## src/rtl/wkdb_pkg.sv

```systemverilog
package wkdb_pkg;

  localparam int unsigned WKDB_CODE_W   = 3;
  localparam int unsigned WKDB_HOLD_MAX = 32768;
  localparam int unsigned WKDB_HOLD_W   = $clog2(WKDB_HOLD_MAX + 1);

  typedef logic [WKDB_CODE_W-1:0] period_code_t;
  typedef logic [WKDB_HOLD_W-1:0] hold_t;

  // Hold length in slow-clock cycles for each code; codes above 5 saturate.
  function automatic hold_t wkdb_hold_of(input period_code_t code);
    hold_t h;
    case (code)
      3'd0:    h = hold_t'(0);
      3'd1:    h = hold_t'(3);
      3'd2:    h = hold_t'(32);
      3'd3:    h = hold_t'(512);
      3'd4:    h = hold_t'(4096);
      default: h = hold_t'(WKDB_HOLD_MAX);
    endcase
    return h;
  endfunction

endpackage

```

## src/rtl/wkdb_sync.sv

```systemverilog
module wkdb_sync #(
  parameter int unsigned WIDTH = 16
) (
  input  logic             clk,
  input  logic             rst,
  input  logic [WIDTH-1:0] d,
  output logic [WIDTH-1:0] q
);

  logic [WIDTH-1:0] stage1;
  logic [WIDTH-1:0] stage2;

  always_ff @(posedge clk) begin
    if (rst) begin
      stage1 <= '0;
      stage2 <= '0;
    end else begin
      stage1 <= d;
      stage2 <= stage1;
    end
  end

  assign q = stage2;

endmodule

```

## src/rtl/wkdb_period_decode.sv

```systemverilog
module wkdb_period_decode
  import wkdb_pkg::*;
(
  input  period_code_t code,
  output hold_t        hold
);

  always_comb begin
    hold = wkdb_hold_of(code);
  end

endmodule

```

## src/rtl/wkdb_filter.sv

```systemverilog
module wkdb_filter
  import wkdb_pkg::*;
(
  input  logic  clk,
  input  logic  rst,
  input  logic  sync_in,
  input  logic  pol,
  input  logic  en,
  input  hold_t hold,
  output logic  fire_now
);

  logic  active;
  logic  fired;
  logic  reached;
  hold_t run_cnt;

  assign active   = en & (sync_in == pol);
  assign reached  = (run_cnt >= hold);
  assign fire_now = active & ~fired & reached;

  always_ff @(posedge clk) begin
    if (rst) begin
      run_cnt <= '0;
      fired   <= 1'b0;
    end else if (!active) begin
      run_cnt <= '0;
      fired   <= 1'b0;
    end else if (!fired) begin
      if (reached) begin
        fired <= 1'b1;
      end else begin
        run_cnt <= run_cnt + hold_t'(1);
      end
    end
  end

endmodule

```

## src/rtl/wake_debounce_bank.sv

```systemverilog
module wake_debounce_bank
  import wkdb_pkg::*;
#(
  parameter int unsigned NUM_PINS = 16
) (
  input  logic                   clk,
  input  logic                   rst,
  input  logic [NUM_PINS-1:0]    pin_raw,
  input  logic [NUM_PINS-1:0]    pin_en,
  input  logic [NUM_PINS-1:0]    pin_pol,
  input  logic [WKDB_CODE_W-1:0] period_code,
  output logic [NUM_PINS-1:0]    wake_vec,
  output logic                   wake_req
);

  logic [NUM_PINS-1:0] pin_sync;
  logic [NUM_PINS-1:0] fire_now;
  hold_t               hold_len;

  wkdb_sync #(.WIDTH(NUM_PINS)) u_sync (
    .clk (clk),
    .rst (rst),
    .d   (pin_raw),
    .q   (pin_sync)
  );

  wkdb_period_decode u_decode (
    .code (period_code),
    .hold (hold_len)
  );

  for (genvar i = 0; i < NUM_PINS; i++) begin : g_pin
    wkdb_filter u_filter (
      .clk      (clk),
      .rst      (rst),
      .sync_in  (pin_sync[i]),
      .pol      (pin_pol[i]),
      .en       (pin_en[i]),
      .hold     (hold_len),
      .fire_now (fire_now[i])
    );
  end

  always_ff @(posedge clk) begin
    if (rst) begin
      wake_vec <= '0;
      wake_req <= 1'b0;
    end else begin
      wake_vec <= fire_now;
      wake_req <= |fire_now;
    end
  end

endmodule

```

## config.mk

```make
export PLATFORM = sky130hd
export DESIGN_NAME = wake_debounce_bank
export DESIGN_NICKNAME = d
export VERILOG_FILES = /design/src/rtl/wkdb_pkg.sv /design/src/rtl/wkdb_sync.sv /design/src/rtl/wkdb_period_decode.sv /design/src/rtl/wkdb_filter.sv /design/src/rtl/wake_debounce_bank.sv
export SDC_FILE = /design/constraint.sdc
export NUM_CORES = 1
export LEC_CHECK = 0
export CORE_UTILIZATION = 40
export CTS_BUF_LIST = sky130_fd_sc_hd__clkbuf_8
export CTS_CLUSTER_DIAMETER = 60
export DETAILED_ROUTE_END_ITERATION = 8
export PLACE_DENSITY = 0.69
export SETUP_SLACK_MARGIN = 0.3
export SLEW_MARGIN = 20
export SYNTH_ARGS = -nofsm -noshare
export SYNTH_HDL_FRONTEND = slang
export SYNTH_HIERARCHICAL = 1
export SYNTH_SLANG_ARGS = --single-unit
```

## constraint.sdc

```tcl
create_clock -name clk -period 4.4 [get_ports clk]
set_input_delay 0.88 -clock clk [delete_from_list [all_inputs] [get_ports clk]]
set_output_delay 0.88 -clock clk [all_outputs]
set_load 0.05 [all_outputs]
```

Word level (Yosys, flattened, before mapping)
Index checks and enable logic that the tools add are counted.
{ "word_totals": {"word_cells": 251, "regBits": 321, "out_inout_bits": 17} }
{ "op_classes": {"n_eq_ne": 20, "n_reduce_logical": 34, "n_mux": 33, "add_sub_neg": 16, "bitwise_logic": 96, "magnitude_cmp": 16} }
{ "op_table": {"columns": ["cell", "n"], "rows": [
  ["$add A16 B1 Y16 const B", 16],
  ["$ge A16 B16 Y1", 16],
  ["$pmux W16 S5", 1],
  ["$and A1 B1 Y1", 48],
  ["$not A1 Y1", 48],
  ["$mux W1", 32],
  ["$reduce_and A2 Y1", 16],
  ["$reduce_or A2 Y1", 16],
  ["$eq A1 B1 Y1", 16],
  ["$reduce_or A16 Y1", 1],
  ["$eq A3 B2 Y1 const B", 2],
  ["$eq A3 B1 Y1 const B", 1],
  ["$eq A3 B3 Y1 const B", 1],
  ["$logic_not A3 Y1", 1]
]} }

Depth between registers and ports, before layout
{ "depth": {"word_depth": 5, "ltp_mapped": 12, "mapped_depth_nobuf": 10} }

By module
Netlist, hierarchy kept.
{ "by_module_without_submodules": {"columns": ["mod", "seq_area_each_um2", "n_inst", "area_each_um2", "cells_per_inst"], "rows": [
  ["wkdb_filter at g_pin[0].u_filter ...", 340.3, 15, 1246.2, 158],
  ["wkdb_filter at g_pin[9].u_filter", 340.3, 1, 1427.6, 172],
  ["wkdb_sync", 640.6, 1, 863.3, 67],
  ["wake_debounce_bank", 340.3, 1, 508.0, 39],
  ["wkdb_period_decode", 0.0, 1, 126.4, 17]
]} }

Worst setup path before layout
No wires, ideal clock.
{ "synth_timing": {"path_kind": "input port to flip-flop", "start": "in period_code[1]", "end": "reg wake_req", "arrival_ns": 4.139, "path_slack_ns": 0.180, "path_stages": 11, "t_required_ns": 4.319, "setup_ns": 0.081, "path_buffers": 2, "cell_sequence": "nor3b_1 -> buf_4 -> inv_1 -> ha_1 -> a2111oi_0 -> or4_1 -> buf_2 -> and3_2 -> nor3_1 -> nor4_2 -> a41oi_1"} }
{ "synth_between": {"elab_chain_cells": 5} }
{ "synth_rtl": {"columns": ["element", "line_no", "rtl"], "rows": [
  ["start, declared", "wake_debounce_bank.sv:11", "input logic [WKDB_CODE_W-1:0] period_code,"],
  ["$eq A3 B3 Y1 (tied with other cells)", "wkdb_pkg.sv:13", "case (code)"],
  ["$pmux W16 S5 (*)", "wkdb_pkg.sv:13", null],
  ["net hold_len[1]", "wake_debounce_bank.sv:18", "hold_t hold_len;"],
  ["$ge A16 B16 Y1 (*)", "wkdb_filter.sv:19", "assign reached = (run_cnt >= hold);"],
  ["$and A1 B1 Y1 (*)", "wkdb_filter.sv:20", "assign fire_now = active & ~fired & reached;"],
  ["net fire_now[7]", "wake_debounce_bank.sv:17", "logic [NUM_PINS-1:0] fire_now;"],
  ["$reduce_or A16 Y1 (*)", "wake_debounce_bank.sv:50", "wake_req <= |fire_now;"],
  ["end signal, assigned", "wake_debounce_bank.sv:50", null],
  ["end, declared", "wake_debounce_bank.sv:13", "output logic wake_req"]
]} }
Mark *: on every way through the listed nets, which the timed path passes. The rest lies on a longest branch.
A chain may end at the register's enable or synchronous reset.

Worst setup path after layout
{ "layout_timing": {"start": "in period_code[2]", "end": "reg wake_req"} }
The elaborated chain is that of the path after synthesis.

==> summary.md <==
| Metric | Value |
|---|---|
| Outcome | finished, final reports clean |
| Area growth, synth to finish | 12.19% |
| CP max-delay cell | clkdlybuf4s50_1 |
| Leak | 8.551 nW |
| Simple-gate area share of the yosys netlist | 29.56% |
| First-pass GRT wire length | 93.87 mm |
| RR Endpoint | wake_req |
| WP data required | 4.97 ns |
| Synth warnings | 6 |
| Avg WL per Cell | 16.75 um |
| Mapped Cells | 2665 |
| Worst setup EP type | flop |
| Post-DR vias/cell | 5.749 |
| Fmax | 0.2518 GHz |
| Setup ws final | 0.4287 ns |
| Delay-heaviest family, CP | simple AND/OR/NAND/NOR gates |
| Clock latency on the worst-skew pair | 0.67 ns |
| Via Count | 20070 |
| CORE AREA | 0.05297 mm^2 |
| End of the worst hold path | u_sync/q[15] |
| Nets | 3085 |
| Starting Density | 40.81% |
| Final antenna-violating net count | 0 |
| Min Tclk post-route | 3.971 ns |
| Clock transition at path regs | 0.05 ns |
| Post-synthesis adder-cell area fraction | 15.74% |
| Final Power | 6.432 mW |
| Cell Area, Synth | 0.02162 mm^2 |
| Vias in the first global route | 18990 |
| Dpl ws | -0.2099 ns |
| Setup TNS | 0 ns |
| Post-route insts no fill | 3492 |
| Worst path bufs/invs | 3 |
| DRT iter0 DRCs | 1320 |
| Pwr per Cell Area | 265.2 mW/mm^2 |
| DIE AREA | 0.05498 mm^2 |
| Die Span Y | 234.5 um |
| WP data arrival | 4.54 ns |
| Setup Skew | 0.02627 ns |
| Clock tree sinks | 321 |
| Row Count | 84 |
| Yosys top cell area share | 29.73% |
| GRT Total Usage | 20.98% |
| Clk buf depth | 3 |
| Asr flop ratio synth | 0% |
| Detailed Route WL | 58.48 mm |
| Initial antenna violation count | 1 |
| Slew @ Worst Pin | 1.013 ns |
| Flops & latches, synth | 321 |
| Dpl hpwl | 40.24 mm |
| Largest net degree at the start of global routing | 68 |
| Post-synth cell types | 53 |
| Post-CTS Resized | 0 |
| Hold Vio Cnt, Final | 0 |
| Clock root cell | clkbuf_8 |
| Top cells by area, synth | dfxtp_1, ha_1, a21oi_1, inv_1, o21ai_0 |
| Combinational family with the most area after synthesis | simple AND/OR/NAND/NOR gates |
| Compound-Gate Fraction of Synth Area | 15.42% |
| Top-level I/O count | 70 |
| Layout cell share with drive strength beyond 1 | 10.16% |
| Router iterations before antenna repair | 5 |
| Final period utilization | 90.26% |
| Pins Over Slew Limit | 0 |
| Hold path depth | 1 |
| Class of the worst hold path | flop to flop |
| Cell Chain, Critical Path | clkdlybuf4s50_1 > nor3b_2 > buf_12 > inv_1 > ha_1 > nand4_1 > or3_1 > or4_1 > and3_2 > nor3_1 > nor4_2 > a41oi_1 |
| Post-synthesis mux area share | 0.6482% |
| Rel. slew slack | 32.25% |
| CP peak stage delay | 0.60 ns |
| Diode count | 0 |
| Hold_sp | u_sync/stage1[15] |
| XOR/XNOR share of the synthesized area | 1.256% |
| Die W | 234.5 um |
| Drt drc | 0 |
| GRT Residual Overflow | 0 |
| Most numerous cell in the Yosys netlist | dfxtp_1 |
| Worst reg2reg path startpoint | g_pin[5].u_filter/run_cnt[13] |
| # H-tree levels | 2 |
| CTS tree | yes |
| R2R setup slack | 1.44 ns |
| IR drop worst, VDD | 0.2220 mV |
| R2R cell count | 8 |
| Critical Path Start Type | input pin |
| Main flop type after synthesis | dfxtp_1 |
| # Max-Cap Violations | 0 |
| Routability cong. | 0.8829 |
| Fin util | 45.79% |
| Seq/Total Area, Yosys | 29.73% |
| CTS Hold Bufs | 0 |
| Post-placement cell count | 3388 |
| Post-synth top cells | dfxtp_1, inv_1, ha_1 |
| Port Buf Inserts | 69 |
| Mean Syn Cell Area | 8.112 um^2 |
| Post-CTS setup buffers | 0 |
| Kind of critical path | input pin to flop |
| EDFF count, synth | 0 |
| RSZ-0062 raised after global routing | false |
| Clock buffer count from CTS | 58 |
| Area leader, netlist | dfxtp_1 |
| Final setup fails | 0 |
| Fillers | 5203 |
| CP max FO | 16 |
## state kept, by name (all words and copies together) (netlist names)
name	flops
g_pin.u_filter/fired	16
g_pin.u_filter/run_cnt	256
u_sync/q	16
u_sync/stage1	16
wake_req	1
wake_vec	16
## cell families after synthesis
logic type / after synthesis
simple gates: 1082
compound gates: 573
buf+inv: 371
flops: 321
fa+ha+maj: 272
xor+xnor: 31
mux: 14
other cells: 1
## layout by cell type, fill, tap and decap left out, types with 18 or more instances in the layout
cell and n:
a21oi_1 230, and3_1 31, and4_1 18, buf_4 35
clkbuf_8 78, clkdlybuf4s50_1 68, dfxtp_1 321, ha_1 272
inv_1 303, nand2_1 206, nand3_1 93, nand4_1 130
nor2_1 94, nor2b_1 60, nor3_1 77, o21a_1 47
o21ai_0 180, o31ai_1 32, or3_1 119, or3_2 60
or4_1 61, xnor2_1 31
## where the power goes
group | switching [mW] | internal, mW | total, mW
Clock | 1.33 | 1.69 | 3.01
Combinational | 0.296 | 0.177 | 0.473
Sequential | 0.0145 | 2.93 | 2.95
## worst max-delay path by stage
stage                        start        to  slack (ns)  cells past startpoint
floorplan           period_code[0]  wake_req        0.34                     11
global placement    period_code[2]  wake_req       -0.16                     12
detailed placement  period_code[2]  wake_req       -0.21                     12
CTS                 period_code[2]  wake_req        0.48                     12
global route        period_code[2]  wake_req        0.33                     12
finish              period_code[2]  wake_req        0.43                     12
## through the flow
| stage | cell area, um^2 | hold WS, ns |
|---|---|---|
| after floorplan | 21660 | 0.4138 |
| after global placement | 23010 | 0.4151 |
| after detailed placement | 23010 | 0.4265 |
| after CTS | 24250 | 0.4391 |
| after global routing | 24250 | 0.4363 |
| final | 24250 | 0.4345 |
## per-layer routing
| metal | wire length, um | global-route usage (%) | share of wire (%) |
|---|---|---|---|
| met1 | 25960 | 26.70 | 44 |
| met2 | 26830 | 35.13 | 46 |
| met3 | 3664 | 3.694 | 6.3 |
| met4 | 2030 | 8.065 | 3.5 |
| met5 | 0 | 0 | 0 |
## cell type report
cell class / instances / area [um^2] / share of cell area (%)
clock buffers: 78 / 1074 / 4.426
clock inverters: 26 / 167.7 / 0.6913
inverters: 289 / 1085 / 4.473
multi-input cells: 1982 / 13600 / 56.06
flip-flops and latches: 321 / 6426 / 26.50
well taps: 688 / 860.8 / 3.549
repair buffers: 108 / 1044 / 4.303
Note: power is estimated with default switching activity, not from simulation.
